### src/rtl/qpt_pkg.sv
package qpt_pkg;
  localparam int QPT_W = 32;

  typedef struct packed {
    logic [QPT_W-1:0] period;
    logic [QPT_W-1:0] total;
    logic [QPT_W-1:0] rise;
    logic [QPT_W-1:0] fall;
  } qpt_cfg_t;

  // Period used by the divider: zero behaves as one.
  function automatic logic [QPT_W-1:0] eff_period(input logic [QPT_W-1:0] p);
    return (p == '0) ? QPT_W'(1) : p;
  endfunction

  // One Gray step of {A,B}; fwd=1 walks 00,10,11,01.
  function automatic logic [1:0] next_ab(input logic [1:0] ab, input logic fwd);
    logic [1:0] n;
    case (ab)
      2'b00:   n = fwd ? 2'b10 : 2'b01;
      2'b10:   n = fwd ? 2'b11 : 2'b00;
      2'b11:   n = fwd ? 2'b01 : 2'b10;
      default: n = fwd ? 2'b00 : 2'b11;
    endcase
    return n;
  endfunction
endpackage

### src/rtl/qpt_fifo.sv
module qpt_fifo
  import qpt_pkg::*;
#(
  parameter int DEPTH = 4
) (
  input  logic     clk,
  input  logic     rst_n,
  input  logic     push,
  input  qpt_cfg_t din,
  input  logic     pop,
  output qpt_cfg_t dout,
  output logic     empty,
  output logic     full
);
  localparam int AW = (DEPTH > 1) ? $clog2(DEPTH) : 1;
  localparam int CW = $clog2(DEPTH + 1);

  qpt_cfg_t        mem [DEPTH];
  logic [AW-1:0]   wptr, rptr;
  logic [CW-1:0]   fill;
  logic            do_push, do_pop;

  assign empty   = (fill == '0);
  assign full    = (fill == CW'(DEPTH));
  assign do_push = push && !full;
  assign do_pop  = pop && !empty;
  assign dout    = mem[rptr];

  function automatic logic [AW-1:0] bump(input logic [AW-1:0] p);
    return (p == AW'(DEPTH - 1)) ? '0 : p + AW'(1);
  endfunction

  always_ff @(posedge clk) begin
    if (!rst_n) begin
      wptr <= '0;
      rptr <= '0;
      fill <= '0;
    end else begin
      if (do_push) begin
        mem[wptr] <= din;
        wptr      <= bump(wptr);
      end
      if (do_pop) rptr <= bump(rptr);
      case ({do_push, do_pop})
        2'b10:   fill <= fill + CW'(1);
        2'b01:   fill <= fill - CW'(1);
        default: fill <= fill;
      endcase
    end
  end
endmodule

### src/rtl/qpt_tick.sv
module qpt_tick
  import qpt_pkg::*;
(
  input  logic             clk,
  input  logic             rst_n,
  input  logic             restart,
  input  logic             run,
  input  logic [QPT_W-1:0] period,
  output logic             tick
);
  logic [QPT_W-1:0] cnt;
  logic [QPT_W-1:0] last;

  assign last = eff_period(period) - QPT_W'(1);
  assign tick = run && (cnt >= last);

  always_ff @(posedge clk) begin
    if (!rst_n)       cnt <= '0;
    else if (restart) cnt <= '0;
    else if (tick)    cnt <= '0;
    else if (run)     cnt <= cnt + QPT_W'(1);
  end
endmodule

### src/rtl/qpt_quad.sv
module qpt_quad
  import qpt_pkg::*;
(
  input  logic clk,
  input  logic rst_n,
  input  logic tick,
  input  logic fwd,
  output logic qa,
  output logic qb
);
  logic [1:0] ab;

  assign qa = ab[1];
  assign qb = ab[0];

  always_ff @(posedge clk) begin
    if (!rst_n)    ab <= 2'b00;
    else if (tick) ab <= next_ab(ab, fwd);
  end
endmodule

### src/rtl/qpt_gen.sv
module qpt_gen
  import qpt_pkg::*;
#(
  parameter int DEPTH = 4
) (
  input  logic             clk,
  input  logic             rst_n,
  input  logic             wr_en,
  input  logic [QPT_W-1:0] wr_period,
  input  logic [QPT_W-1:0] wr_edges,
  input  logic [QPT_W-1:0] wr_idx_rise,
  input  logic [QPT_W-1:0] wr_idx_fall,
  output logic             fifo_full,
  input  logic             load,
  input  logic             dir,
  output logic             qa,
  output logic             qb,
  output logic             qi,
  output logic             done,
  output logic             load_err
);
  qpt_cfg_t         wr_cfg, head, cur;
  logic             fifo_empty;
  logic             load_q, load_rise, accept, bad_load;
  logic             running, tick;
  logic [QPT_W-1:0] edge_cnt, edge_nxt;

  assign wr_cfg    = '{period: wr_period, total: wr_edges, rise: wr_idx_rise, fall: wr_idx_fall};
  assign load_rise = load && !load_q;
  assign accept    = load_rise && !fifo_empty && !running;
  assign bad_load  = load_rise && (fifo_empty || running);
  assign edge_nxt  = edge_cnt + QPT_W'(1);

  qpt_fifo #(.DEPTH(DEPTH)) u_fifo (
    .clk(clk), .rst_n(rst_n), .push(wr_en), .din(wr_cfg),
    .pop(accept), .dout(head), .empty(fifo_empty), .full(fifo_full)
  );

  qpt_tick u_tick (
    .clk(clk), .rst_n(rst_n), .restart(accept), .run(running),
    .period(cur.period), .tick(tick)
  );

  qpt_quad u_quad (
    .clk(clk), .rst_n(rst_n), .tick(tick), .fwd(dir), .qa(qa), .qb(qb)
  );

  always_ff @(posedge clk) begin
    if (!rst_n) begin
      load_q   <= 1'b0;
      load_err <= 1'b0;
      cur      <= '0;
      edge_cnt <= '0;
      running  <= 1'b0;
      done     <= 1'b0;
      qi       <= 1'b0;
    end else begin
      load_q <= load;
      if (bad_load) load_err <= 1'b1;
      if (accept) begin
        cur      <= head;
        edge_cnt <= '0;
        running  <= (head.total != '0);
        done     <= (head.total == '0);
      end else if (tick) begin
        edge_cnt <= edge_nxt;
        if (edge_nxt == cur.total) begin
          running <= 1'b0;
          done    <= 1'b1;
        end
        if (edge_nxt == cur.fall)      qi <= 1'b0;
        else if (edge_nxt == cur.rise) qi <= 1'b1;
      end
    end
  end
endmodule

### config.mk
export PLATFORM = sky130hd
export DESIGN_NAME = qpt_gen
export DESIGN_NICKNAME = d
export VERILOG_FILES = /design/src/rtl/qpt_pkg.sv /design/src/rtl/qpt_fifo.sv /design/src/rtl/qpt_tick.sv /design/src/rtl/qpt_quad.sv /design/src/rtl/qpt_gen.sv
export SDC_FILE = /design/constraint.sdc
export NUM_CORES = 1
export LEC_CHECK = 0
export BUFFER_PORTS_ARGS = -buffer_cell sky130_fd_sc_hd__clkbuf_2
export CORE_MARGIN = 1
export CORE_UTILIZATION = 48
export DETAILED_ROUTE_END_ITERATION = 12
export PLACE_DENSITY = 0.62
export SYNTH_ARGS = -nofsm -noshare
export SYNTH_HDL_FRONTEND = slang
export SYNTH_HIERARCHICAL = 1
export SYNTH_SLANG_ARGS = --single-unit
### constraint.sdc
create_clock -name clk -period 7 [get_ports clk]
set_clock_uncertainty 0.2 [all_clocks]
set_input_delay 1.75 -clock clk [delete_from_list [all_inputs] [get_ports clk]]
set_output_delay 1.75 -clock clk [all_outputs]
set_load 0.02 [all_outputs]
# Yosys cells after proc, flatten, opt, wreduce, memory -nomap -nowiden
# Memories as Yosys holds them, arrays and structs flattened. A register that Yosys moved wholly into a read port is not among the register bits.
# Index checks and enable logic that the tools add are counted.
# totals
ff_bits	206
inputBits	133
ram_bits	512
word_cells	83
out_inout_bits	6
memories	1
# mem_list
name	words	word_bits	read_ports	rd_clocked_by_memory_dff	write_ports	line_no	text
u_fifo.mem	4	128	1	1	1	qpt_fifo.sv:18	qpt_cfg_t mem [DEPTH];
# op_classes
n_eq_ne	10
bitwise	2
muxes	22
reduce_logical	25
n_lt_le_gt_ge	1
add_sub_neg	7
# ops
cell	n
equality test 32 bit	3
adder 32 x 1 -> 32 bit, second input constant	2
logical NOT 32 bit	2
greater-or-equal comparator 32 bit	1
2-to-1 mux 32 bit	1
nonzero test 32 bit	1
subtractor 32 x 1 -> 32 bit, second input constant	1
2-to-1 mux 2 bit	8
2-to-1 mux 1 bit	11
equality test 2 bit, second input constant	5
nonzero test 2 bit	4
logical AND 1 bit	7
case mux 2 bit (3 select lines)	1
case mux 3 bit (2 select lines)	1
adder 2 x 1 -> 2 bit, second input constant	2
logical NOT 1 bit	4
adder 3 x 1 -> 3 bit, second input constant	1
equality test 3 bit, second input constant	1
logical NOT 3 bit	1
AND reduction 3 bit	1
OR reduction 3 bit	1
subtractor 3 x 1 -> 3 bit, second input constant	1
equality test 2 x 1 -> 1 bit, second input constant	1
logical NOT 2 bit	1
other kinds (4)	5

# Depth between registers and ports, before layout
# depth
depth_word	7
depth_mapped	25
mapped_depth_nobuf	23

# By module
# Netlist, hierarchy kept.
# modules_own_cells
mod	area_each_um2	cells_per_inst	seq_area_each_um2	n_inst
qpt_fifo	19059.5	724	15554.9	1
qpt_gen	8994.9	1121	3303.2	1
qpt_tick	2917.8	338	640.6	1
qpt_quad	83.8	9	40.0	1

# Worst setup path after synthesis
# OpenSTA, ideal clock, no wires.
# synth_timing
path_kind	flip-flop to flip-flop
start	reg cur[119] in the netlist's numbering
end	reg running
path_slack_ns	1.109
setup_time_ns	0.127
stages_incl_launch_ff	25
path_buffers	3
synth_period_minus_slack_ns	5.891
required_time_ns	6.673
arrival_ns	5.564
path_cell_list	dfxtp_1 or4_1 nor4_1 nand4_1 nor2_1 a41oi_1 ha_1 nand2_1 or2_2 clkbuf_1 nor3_1 xnor2_1 ha_1 nand4_1 nor3_1 or4b_1 a31oi_1 o21a_2 buf_6 clkbuf_1 nand3_1 a311oi_1 nand4_1 o41ai_1 a21boi_1
# synth_between
elab_chain_cells	7
# synth_rtl
element	line_no	text
start, declared	qpt_gen.sv:22	qpt_cfg_t wr_cfg, head, cur;
start signal, assigned	qpt_gen.sv:52	cur <= '0;
start signal, assigned	qpt_gen.sv:61	cur <= head;
logical NOT 32 bit	qpt_pkg.sv:13	return (p == '0) ? QPT_W'(1) : p;
2-to-1 mux 32 bit *	qpt_pkg.sv:13	
subtractor 32 x 1 -> 32 bit *	qpt_tick.sv:14	assign last = eff_period(period) - QPT_W'(1);
greater-or-equal comparator 32 bit *	qpt_tick.sv:15	assign tick = run && (cnt >= last);
logical AND 1 bit *	qpt_tick.sv:15	
named net tick	qpt_gen.sv:25	logic running, tick;
nonzero test 2 bit (no source line) *	--	
AND reduction 2 bit (no source line) *	--	
end signal, assigned	qpt_gen.sv:63	running <= (head.total != '0);
end, declared	qpt_gen.sv:25	
# Mark *: on every way through the listed nets, which the timed path passes. The rest lies on a longest branch.
# A chain may end at the register's enable or synchronous reset.

# Final worst setup path
# layout_timing
start	reg cur[105] in the netlist's numbering
end	reg running
# The elaborated chain is that of the path after synthesis.

==> metrics <==
status=finished, final reports clean; CTS Sinks=720; post-synthesis sequential area ratio=0.629; period utilization=0.880; # fillers=5195; Hold Buf Count CTS=0; hold path start=load_err$_SDFFE_PN0P_; Syn Nets=2367; met1 usage=0.276; ranking of synthesized cells by area=edfxtp_1 50%, dfxtp_1 13%, mux4_2 9.3%, nand2_1 4.0%, xnor2_1 3.5%; half-perimeter wire length after placement=46400 um; relative slew slack=0.313; CTS tree=yes; post-synthesis cell type count=87; fmax=0.162 GHz; commonest non-fill, non-tap cells in the layout=512 x edfxtp_1, 333 x nand2_1, 206 x dfxtp_1; Hold Vio Cnt, Final=0; area of the multi-input gates=0.0107 mm2; initial antenna violation count=0; number of global-route vias before repair=18471; Slew @ Worst Pin=1.03 ns; via count=17964; Root Buffer=clkbuf_16; Hold Path Class=reg2reg; sequential power share=0.477; Area growth syn-to-layout=12.2%; Reg area=0.0195 mm2; chip height=256 um; Synth area leader=edfxtp_1; startpoint types=register; Max Slew Vio Count=0; initial core utilization=0.489; Post-Syn Area=0.0311 mm2; sw power=0.00252 W; CTS max path bufs=3; Rows=92; GR peak layer=met2; die width=256 um; syn_area_per_cell=14.2 um2; Nets=2485; logic gate share of total power=0.130; H-tree Lvls=3; synthesis-stage register bit count=720; Tot Pwr=0.0102 W; launching point of the worst reg2reg path=cur[105]$_SDFFE_PN0P_; setup TNS=0 ns; Setup Viol. Count Final=0; n_diodes=0; WS Path Type=reg2reg; Clock Pin Slew Worst Setup and Hold Paths=0.06 ns; PortBufs=138; post-synth top area share=0.495; Lkg Pwr=11.5 nW; commonest non-fill, non-tap cell in the layout=edfxtp_1; share of cells above drive strength 1=0.196; MaxCap Viol Count=0; Top FF cell, synth=edfxtp_1; final worst slack=0.843 ns; routed wire length=68800 um; cts bufs inserted=76; Power Dens Cells=294 mW/mm2; GRT met2 Usage=0.372; P_int=0.00772 W; Setup crit end kind=register; gr ovfl total=0; Cells after Synth=2192; grt met3 use=0.0313; Sw Ratio=0.246; DR vias/cell=5.58; TritonRoute pass-1 iters=5; Setup crit start=cur[105]$_SDFFE_PN0P_; Routed WL per cell=21.4 um; Worst-Skew Late Latency=0.62 ns; pin count of the biggest net entering global routing=107; core area=0.0635 mm2; GP Congestion=0.940; CP Max Fanout=10; unrepaired setup endpoints after global routing=false; IO Pins=139; Gates resized, CTS repair=0; post-route ant nets=0; DIE AREA=0.0657 mm2; FFs w/ async S/R, synth=0; flop2flop setup slack=0.84 ns; setup bufs post-CTS=0; Crit path required time=7.29 ns; Initial DRC Count=1125; first-pass GRT wire length=108000 um; number of synthesized flops with an enable pin=512; Ys Warns=6; maximum vdd drop=0.000191 V; Worst Path Arrival=6.44 ns; dpl ws=0.848 ns; Period minus WS final=6.16 ns; Clk pwr share=0.393; DRC=0; overall routing resource usage=0.213
## through the flow
step	util	std cells	hold slack [ns]	area, um2
after floorplan	-	2192	0.254	31100
after global placement	0.509	3078	0.268	32300
after detailed placement	0.509	3078	0.262	32300
after CTS	0.549	3218	0.275	34900
after global routing	0.549	3218	0.288	34900
final	0.549	3218	0.273	34900
## Yosys cell counts (28+ instances only)
cell	n
edfxtp_1	512
nand2_1	333
dfxtp_1	208
a21boi_0	129
mux4_2	128
xnor2_1	124
nor2_1	88
xor2_1	78
clkbuf_1	60
nand3_1	44
ha_1	41
nand4_1	40
a21oi_1	33
nor3_2	31
nor3_1	28
## power groups by stage
stage | registers [W] | logic, W | clock network, W
floorplan | 0.00493 | 0.00101 | 0
global placement | 0.00497 | 0.00133 | 0
detailed placement | 0.00498 | 0.00134 | 0
CTS | 0.00489 | 0.00135 | 0.00412
global route | 0.00490 | 0.00149 | 0.00429
finish | 0.00488 | 0.00133 | 0.00403
## critical path: stages (launching register included)
cell and delay [ns]:
dfxtp_1 0.36, or4_4 0.59, nor4_4 0.31, nand4_1 0.27, nor2_1 0.29, a41oi_1 0.21, ha_1 0.29, nand2_1 0.11
or2_2 0.22, nor3_1 0.09, xnor2_1 0.14, ha_1 0.31, nand4_1 0.11, nor3_1 0.24, or4b_1 0.45, a31oi_1 0.36
o21a_2 0.25, buf_4 0.22, nand3_1 0.09, a311oi_1 0.27, nand4_1 0.17, o41ai_1 0.39, a21boi_1 0.11
## final timing paths
kind | endpoint | cells past startpoint
hold reg to reg | load_err$_SDFFE_PN0P_ | 1
setup / recovery | running$_SDFFE_PN0P_ | 22
hold / removal | load_err$_SDFFE_PN0P_ | 1
setup reg to reg | running$_SDFFE_PN0P_ | 22
## registers in the layout, summed over array words and instances (netlist names), named ones only
signal and cells:
cur 128, done 1, edge_cnt 32, load_err 1, load_q 1, qi 1
running 1, u_fifo/fill 3, u_fifo/mem 512, u_fifo/rptr 2, u_fifo/wptr 2, u_quad/ab 2
u_tick/cnt 32
## per-layer routing
layer  up-vias  routed length (um)
met1      9058               29400
met3       104                2510
met5         -                   0
met4         0                1580
li1       8437                   -
met2       365               35400
## area by class of cell
cell class,count,area share
Timing Repair Buffer,161,0.0266
Tap cell,846,0.0304
Sequential cell,720,0.561
Clock buffer,94,0.0585
Inverter,25,0.00276
Clock inverter,46,0.0136
Multi-Input combinational cell,1326,0.307
## cells by family after synthesis
family	Yosys count	share of synthesized area
compound gates	250	0.0571
xor+xnor	208	0.0614
fa+ha+maj	42	0.0172
buf+inv	146	0.0266
flops	720	0.629
mux	138	0.0961
simple gates	688	0.113
(Power assumes the default switching activity.)
